`config.mk`:
```
export PLATFORM = sky130hd
export DESIGN_NAME = bus_req_serializer
export DESIGN_NICKNAME = d
export VERILOG_FILES = /design/src/rtl/bsr_pkg.sv /design/src/rtl/bsr_addr_shadow.sv /design/src/rtl/bsr_tx_sel.sv /design/src/rtl/bus_req_serializer.sv
export SDC_FILE = /design/constraint.sdc
export NUM_CORES = 1
export LEC_CHECK = 0
export BUFFER_PORTS_ARGS = -buffer_cell sky130_fd_sc_hd__buf_4
export CAP_MARGIN = 5
export CORE_MARGIN = 3
export CORE_UTILIZATION = 40
export DETAILED_ROUTE_END_ITERATION = 8
export PLACE_DENSITY = 0.58
export SETUP_SLACK_MARGIN = 0.15
export SLEW_MARGIN = 20
export SYNTH_ARGS = -nofsm -noshare
export SYNTH_HDL_FRONTEND = slang
export SYNTH_SLANG_ARGS = --single-unit
```
`constraint.sdc`:
```
create_clock -name clk -period 2.5 [get_ports clk]
set_input_delay 0.5 -clock clk [delete_from_list [all_inputs] [get_ports clk]]
set_output_delay 0.5 -clock clk [all_outputs]
set_load 0.1 [all_outputs]
```
`src/rtl/bsr_pkg.sv`:
```
package bsr_pkg;
    typedef enum logic [2:0] {
        PH_IDLE,
        PH_CMD,
        PH_ADDR,
        PH_WDATA,
        PH_STAT,
        PH_RDATA
    } phase_e;

    localparam int STAT_WE_BIT   = 0;
    localparam int STAT_BERR_BIT = 1;
    localparam int STAT_OVF_BIT  = 3;
    localparam logic [1:0] CODE_FULL = 2'd3;
endpackage

```
`src/rtl/bsr_addr_shadow.sv`:
```
module bsr_addr_shadow #(
    parameter int ADDR_BYTES = 4,
    localparam int AW = 8 * ADDR_BYTES,
    localparam int CW = $clog2(ADDR_BYTES + 1)
) (
    input  logic          clk,
    input  logic          rst_n,
    input  logic [AW-1:0] probe_addr,
    output logic [1:0]    code_o,
    output logic [CW-1:0] nbytes_o,
    input  logic          upd_en,
    input  logic          upd_inval,
    input  logic          upd_incr,
    input  logic [AW-1:0] upd_addr
);
    typedef struct packed {
        logic [AW-1:0] addr;
        logic          valid;
    } shadow_s;

    shadow_s sh_d, sh_q;
    logic [ADDR_BYTES-1:0] byte_diff;

    for (genvar g = 0; g < ADDR_BYTES; g++) begin : g_cmp
        assign byte_diff[g] = (sh_q.addr[g*8 +: 8] != probe_addr[g*8 +: 8]);
    end

    always_comb begin
        if (!sh_q.valid || (|byte_diff[ADDR_BYTES-1:2])) begin
            code_o = bsr_pkg::CODE_FULL;
        end else if (byte_diff[1]) begin
            code_o = 2'd2;
        end else if (byte_diff[0]) begin
            code_o = 2'd1;
        end else begin
            code_o = 2'd0;
        end
        nbytes_o = (code_o == bsr_pkg::CODE_FULL) ? CW'(ADDR_BYTES) : CW'(code_o);
    end

    always_comb begin
        sh_d = sh_q;
        if (upd_en) begin
            if (upd_inval) begin
                sh_d.valid = 1'b0;
            end else begin
                sh_d.addr  = upd_addr + AW'(upd_incr);
                sh_d.valid = 1'b1;
            end
        end
    end

    always_ff @(posedge clk or negedge rst_n) begin
        if (!rst_n) sh_q <= '0;
        else        sh_q <= sh_d;
    end
endmodule

```
`src/rtl/bsr_tx_sel.sv`:
```
module bsr_tx_sel #(
    parameter int ADDR_BYTES = 4,
    parameter int DATA_BYTES = 2,
    parameter int IW = 2,
    localparam int AW = 8 * ADDR_BYTES,
    localparam int DW = 8 * DATA_BYTES
) (
    input  bsr_pkg::phase_e phase,
    input  logic [7:0]      cmd_byte,
    input  logic [AW-1:0]   addr,
    input  logic [DW-1:0]   wdata,
    input  logic [IW-1:0]   idx,
    output logic [7:0]      byte_o,
    output logic            valid_o
);
    always_comb begin
        byte_o  = 8'h00;
        valid_o = 1'b0;
        case (phase)
            bsr_pkg::PH_CMD: begin
                byte_o  = cmd_byte;
                valid_o = 1'b1;
            end
            bsr_pkg::PH_ADDR: begin
                byte_o  = addr[idx*8 +: 8];
                valid_o = 1'b1;
            end
            bsr_pkg::PH_WDATA: begin
                byte_o  = wdata[idx*8 +: 8];
                valid_o = 1'b1;
            end
            default: ;
        endcase
    end
endmodule

```
`src/rtl/bus_req_serializer.sv`:
```
module bus_req_serializer #(
    parameter int ADDR_BYTES = 4,
    parameter int DATA_BYTES = 2,
    localparam int AW   = 8 * ADDR_BYTES,
    localparam int DW   = 8 * DATA_BYTES,
    localparam int CW   = $clog2(ADDR_BYTES + 1),
    localparam int MAXB = (ADDR_BYTES > DATA_BYTES) ? ADDR_BYTES : DATA_BYTES,
    localparam int IW   = (MAXB > 2) ? $clog2(MAXB) : 1
) (
    input  logic          clk,
    input  logic          rst_n,
    input  logic          req_valid,
    output logic          req_ready,
    input  logic [AW-1:0] req_addr,
    input  logic [DW-1:0] req_wdata,
    input  logic          req_write,
    input  logic          req_incr,
    output logic          tx_valid,
    input  logic          tx_ready,
    output logic [7:0]    tx_byte,
    input  logic          rx_valid,
    output logic          rx_ready,
    input  logic [7:0]    rx_byte,
    output logic          rsp_valid,
    output logic [DW-1:0] rsp_rdata,
    output logic          rsp_buserr,
    output logic          rsp_overflow,
    output logic          rsp_proterr
);
    import bsr_pkg::*;

    typedef struct packed {
        phase_e        phase;
        logic [AW-1:0] addr;
        logic [DW-1:0] wdata;
        logic          write;
        logic          incr;
        logic [1:0]    code;
        logic [CW-1:0] nbytes;
        logic [IW-1:0] idx;
        logic [DW-1:0] acc;
        logic          berr;
        logic          ovf;
        logic          perr;
        logic          rsp_v;
        logic [DW-1:0] rsp_data;
        logic          rsp_berr;
        logic          rsp_ovf;
        logic          rsp_perr;
    } ctl_s;

    ctl_s ctl_d, ctl_q;

    logic [1:0]    sh_code;
    logic [CW-1:0] sh_nbytes;
    logic          upd_en;
    logic          upd_inval;
    logic          finish;
    logic [7:0]    cmd_byte;

    bsr_addr_shadow #(.ADDR_BYTES(ADDR_BYTES)) u_shadow (
        .clk        (clk),
        .rst_n      (rst_n),
        .probe_addr (req_addr),
        .code_o     (sh_code),
        .nbytes_o   (sh_nbytes),
        .upd_en     (upd_en),
        .upd_inval  (upd_inval),
        .upd_incr   (ctl_q.incr),
        .upd_addr   (ctl_q.addr)
    );

    assign cmd_byte = {4'b0000, ctl_q.incr, ctl_q.write, ctl_q.code};

    bsr_tx_sel #(
        .ADDR_BYTES (ADDR_BYTES),
        .DATA_BYTES (DATA_BYTES),
        .IW         (IW)
    ) u_txsel (
        .phase    (ctl_q.phase),
        .cmd_byte (cmd_byte),
        .addr     (ctl_q.addr),
        .wdata    (ctl_q.wdata),
        .idx      (ctl_q.idx),
        .byte_o   (tx_byte),
        .valid_o  (tx_valid)
    );

    always_comb begin
        ctl_d       = ctl_q;
        ctl_d.rsp_v = 1'b0;
        finish      = 1'b0;
        upd_en      = 1'b0;
        upd_inval   = 1'b0;

        case (ctl_q.phase)
            PH_IDLE: if (req_valid) begin
                ctl_d.addr   = req_addr;
                ctl_d.wdata  = req_wdata;
                ctl_d.write  = req_write;
                ctl_d.incr   = req_incr;
                ctl_d.code   = sh_code;
                ctl_d.nbytes = sh_nbytes;
                ctl_d.acc    = '0;
                ctl_d.phase  = PH_CMD;
            end
            PH_CMD: if (tx_ready) begin
                if (ctl_q.nbytes != '0) begin
                    ctl_d.phase = PH_ADDR;
                    ctl_d.idx   = IW'(ctl_q.nbytes - 1'b1);
                end else if (ctl_q.write) begin
                    ctl_d.phase = PH_WDATA;
                    ctl_d.idx   = IW'(DATA_BYTES - 1);
                end else begin
                    ctl_d.phase = PH_STAT;
                end
            end
            PH_ADDR: if (tx_ready) begin
                if (ctl_q.idx != '0) begin
                    ctl_d.idx = ctl_q.idx - 1'b1;
                end else if (ctl_q.write) begin
                    ctl_d.phase = PH_WDATA;
                    ctl_d.idx   = IW'(DATA_BYTES - 1);
                end else begin
                    ctl_d.phase = PH_STAT;
                end
            end
            PH_WDATA: if (tx_ready) begin
                if (ctl_q.idx != '0) ctl_d.idx   = ctl_q.idx - 1'b1;
                else                 ctl_d.phase = PH_STAT;
            end
            PH_STAT: if (rx_valid) begin
                ctl_d.berr = rx_byte[STAT_BERR_BIT];
                ctl_d.ovf  = rx_byte[STAT_OVF_BIT];
                ctl_d.perr = (rx_byte[STAT_WE_BIT] != ctl_q.write);
                if (!ctl_q.write && !rx_byte[STAT_BERR_BIT]) begin
                    ctl_d.phase = PH_RDATA;
                    ctl_d.idx   = '0;
                end else begin
                    finish = 1'b1;
                end
            end
            PH_RDATA: if (rx_valid) begin
                ctl_d.acc[ctl_q.idx*8 +: 8] = rx_byte;
                if (ctl_q.idx == IW'(DATA_BYTES - 1)) finish    = 1'b1;
                else                                  ctl_d.idx = ctl_q.idx + 1'b1;
            end
            default: ctl_d.phase = PH_IDLE;
        endcase

        if (finish) begin
            ctl_d.phase    = PH_IDLE;
            ctl_d.rsp_v    = 1'b1;
            ctl_d.rsp_data = ctl_d.acc;
            ctl_d.rsp_berr = ctl_d.berr;
            ctl_d.rsp_ovf  = ctl_d.ovf;
            ctl_d.rsp_perr = ctl_d.perr;
            upd_en         = 1'b1;
            upd_inval      = ctl_d.berr | ctl_d.perr;
        end
    end

    always_ff @(posedge clk or negedge rst_n) begin
        if (!rst_n) ctl_q <= '0;
        else        ctl_q <= ctl_d;
    end

    assign req_ready    = (ctl_q.phase == PH_IDLE);
    assign rx_ready     = (ctl_q.phase == PH_STAT) || (ctl_q.phase == PH_RDATA);
    assign rsp_valid    = ctl_q.rsp_v;
    assign rsp_rdata    = ctl_q.rsp_data;
    assign rsp_buserr   = ctl_q.rsp_berr;
    assign rsp_overflow = ctl_q.rsp_ovf;
    assign rsp_proterr  = ctl_q.rsp_perr;
endmodule


```
==> results.cfg <==
[cts]
cts.htree.levels = 4
root_buffer = clkbuf_16
cts_tree = yes
clock_path_buffers = 2
cts_made_buffers = 17
clkTransAtPathRegs_ns = 0.06
cts_sinks = 132
clock_latency_ns = 0.43

[power]
finalPower_uw = 11900
p_sw_uw = 5060
power_frac_comb_pct = 47.5
p_sw_share_pct = 42.6
power_density_mw_per_mm2 = 1300
irDropWorstVdd_uv = 1360
clkPwrFrac_pct = 20.8
p_seq_share_pct = 31.7
intPower_uw = 6800
leakagePower_uw = 0.00401

[synth]
syn_area_mm2 = 0.00714
synth_edf_count = 0
synth_commonest_cells = 132 x dfrtp_1, 70 x mux2_2, 59 x nand2_1, 47 x xnor2_1, 24 x o21ai_0
syn_area_per_cell_um2 = 11.5
synth-main-ff-cell = dfrtp_1
synth_nets = 692
synth_area_leaders = dfrtp_1 46%, mux2_2 11%, xnor2_1 5.8%
yosysUniqueCellTypes = 63
ys_seq_area_share_pct = 46.3
synth-seq-cells = 132
yosysWarnings = 0
yosysMostFrequentCell = dfrtp_1
synth_largest_area_cell = dfrtp_1
async_reset_ff_share_pct = 100
synthCells = 621
synth_top_area_share_pct = 46.3

[worst_hold_path]
worst_hold_path.endpoint = ctl_q[51]$_DFFE_PN0P_
whs_path_depth = 2
hp-class = primary input to register
hold_start = req_wdata[3]

[job]
cap_violations = 0

[placed_design]
dp_hpwl_mm = 13.8
gp_congestion = 0.879
io_buffers = 93
post-place-cells = 921

[global_routing]
grt_overflow = 0
grt_pass1_vias = 5555
antenna_found_initial = 0
grt_max_degree = 83
grtUsageTotal_pct = 20.2
grt_pass1_wl_mm = 30.9

[sta]
finalSetupTns_ns = -0.564
finClkSkew_ns = 0.0116
finalHoldViolations = 0
fin_hold_ws_ns = 0.309
rsz0062_at_grt = yes
period_minus_slack_ns = 2.64
timing.fmax_mhz = 379
setup_ws_ns = -0.139
tightest_slew_ns = 0.545
timing.final.crit_share_pct = 106
slew_headroom_pct = 63.5
finalSetupViolations = 7
slew_viol_final = 0

[critical_path]
cp_max_fo = 6
timing.rr.end = u_shadow.sh_q[8]$_DFFE_PN0P_
worstReg2RegStart = ctl_q[39]$_DFFE_PN0P_
r2r_cells = 11
arrival_ns = 2.14
worstPathRequired_ns = 2.00
start_kind = register
critPathKind = register to output port
reg2reg_slack_ns = 0.25
cp-end-kind = output port

[routing]
via_per_inst = 5.47
drcViolationCount = 0
first_pass_iters = 5
vias = 5271
antenna_left = 0
wl_per_cell_um = 20.0
drt_iter0_markers = 356
wl_mm = 19.3

[floorplan]
ios = 94
core_region_area_mm2 = 0.0174
die_area_mm2 = 0.0195
start_util_pct = 41.1
rows = 48
dieWidth_um = 140
fp.dieH_um = 140

[layout]
nFillCells = 1501
diodes = 0
final_net_count = 796
layout-area-overhead-vs-synth_pct = 27.5
drive_above_1_share_pct = 41.2
layout.cells.non_filler = 963

[run_status]
status = finished, violations left
violations = negative setup slack
## sequential cells by signal (all words and copies together), names as in the netlist
register	count
ctl_q	75
u_shadow.sh_q	33
rsp_rdata	16
cmd_byte	4
rsp_buserr	1
rsp_overflow	1
rsp_proterr	1
rsp_valid	1
## how the worst max path moves through the flow
stage	from	to	slack, ns
floorplan	ctl_q[97]$_DFFE_PN0P_	rsp_rdata[10]$_DFFE_PN0P_	-0.01
global placement	ctl_q[98]$_DFFE_PN0P_	tx_byte[3]	0.18
detailed placement	ctl_q[98]$_DFFE_PN0P_	tx_byte[3]	0.13
CTS	ctl_q[98]$_DFFE_PN0P_	tx_byte[3]	-0.15
global route	ctl_q[98]$_DFFE_PN0P_	tx_byte[3]	-0.20
finish	ctl_q[98]$_DFFE_PN0P_	tx_byte[3]	-0.14
## through the flow
step / util [%] / setup WS, ns / instance area, um^2
final: 52.5 / -0.139 / 9110
after global routing: 52.5 / -0.201 / 9110
after CTS: 52.0 / -0.147 / 9030
after detailed placement: 47.2 / 0.133 / 8190
after global placement: 47.2 / 0.177 / 8190
after floorplan: - / -0.00962 / 7230
## power groups by stage
stage | Sequential (uW) | Combinational [uW] | Clock, uW
finish | 3770 | 5630 | 2460
global route | 3880 | 6020 | 2630
CTS | 3750 | 5530 | 2530
detailed placement | 3770 | 5040 | 0
global placement | 3750 | 4990 | 0
floorplan | 3620 | 3710 | 0
## worst max-delay path, stage by stage, from the launching register on
cell and delay [ns]:
dfrtp_1 0.41, nor2b_2 0.15, and2_4 0.21, mux4_2 0.34, a221o_4 0.42, buf_12 0.17
## cells by family after synthesis
kind of cell / synth area share, %
AND/OR/NAND/NOR: 15.4
buffers and inverters: 4.91
multiplexers: 16.1
flip-flops: 46.3
AO/OA/AOI/OAI: 8.15
adder cells (fa/ha/maj): 1.40
XOR/XNOR: 7.73
## layer usage
metal  up-vias  part of all wire [%]  global-route usage, %
met2       171                    46                   30.4
met3        28                   5.7                   4.43
met1      2642                    47                   29.0
met4         0                   1.8                   6.94
li1       2430                     -                      -
met5         -                     0                      0
## final cells by class
cell class | count | area (um^2) | share of cell area, %
Inverter | 13 | 57.6 | 0.632
Timing Repair Buffer | 134 | 1180 | 12.9
Clock buffer | 18 | 439 | 4.82
Tap cell | 225 | 282 | 3.09
Sequential cell | 132 | 3300 | 36.3
Multi-Input combinational cell | 427 | 3710 | 40.7
Clock inverter | 14 | 140 | 1.54
## timing repair
action / CTS / global route
endpoints found under the hold margin: 20 / 0
setup buffers: 3 / 4
pin swaps: 5 / 0
gates resized for setup: 55 / 6
setup endpoints to repair: 8 / 47
hold buffers: 1 / 0
gates cloned: 1 / 1
## placed cells by master (no fill, tap or decap), types with 8 or more instances in the layout
cell and instances:
o21ai_1 15, nand3_1 14, nor4_4 11, xnor2_1 47
nor3_1 9, mux2i_1 10, nand2_1 57, buf_12 12
mux4_2 8, a32o_1 14, mux2_2 69, nor2_1 20
xor2_1 16, nand4_1 12, dfrtp_1 131, o21ai_0 24
buf_4 114, inv_1 11, clkbuf_16 17
(Power assumes the default switching activity.)
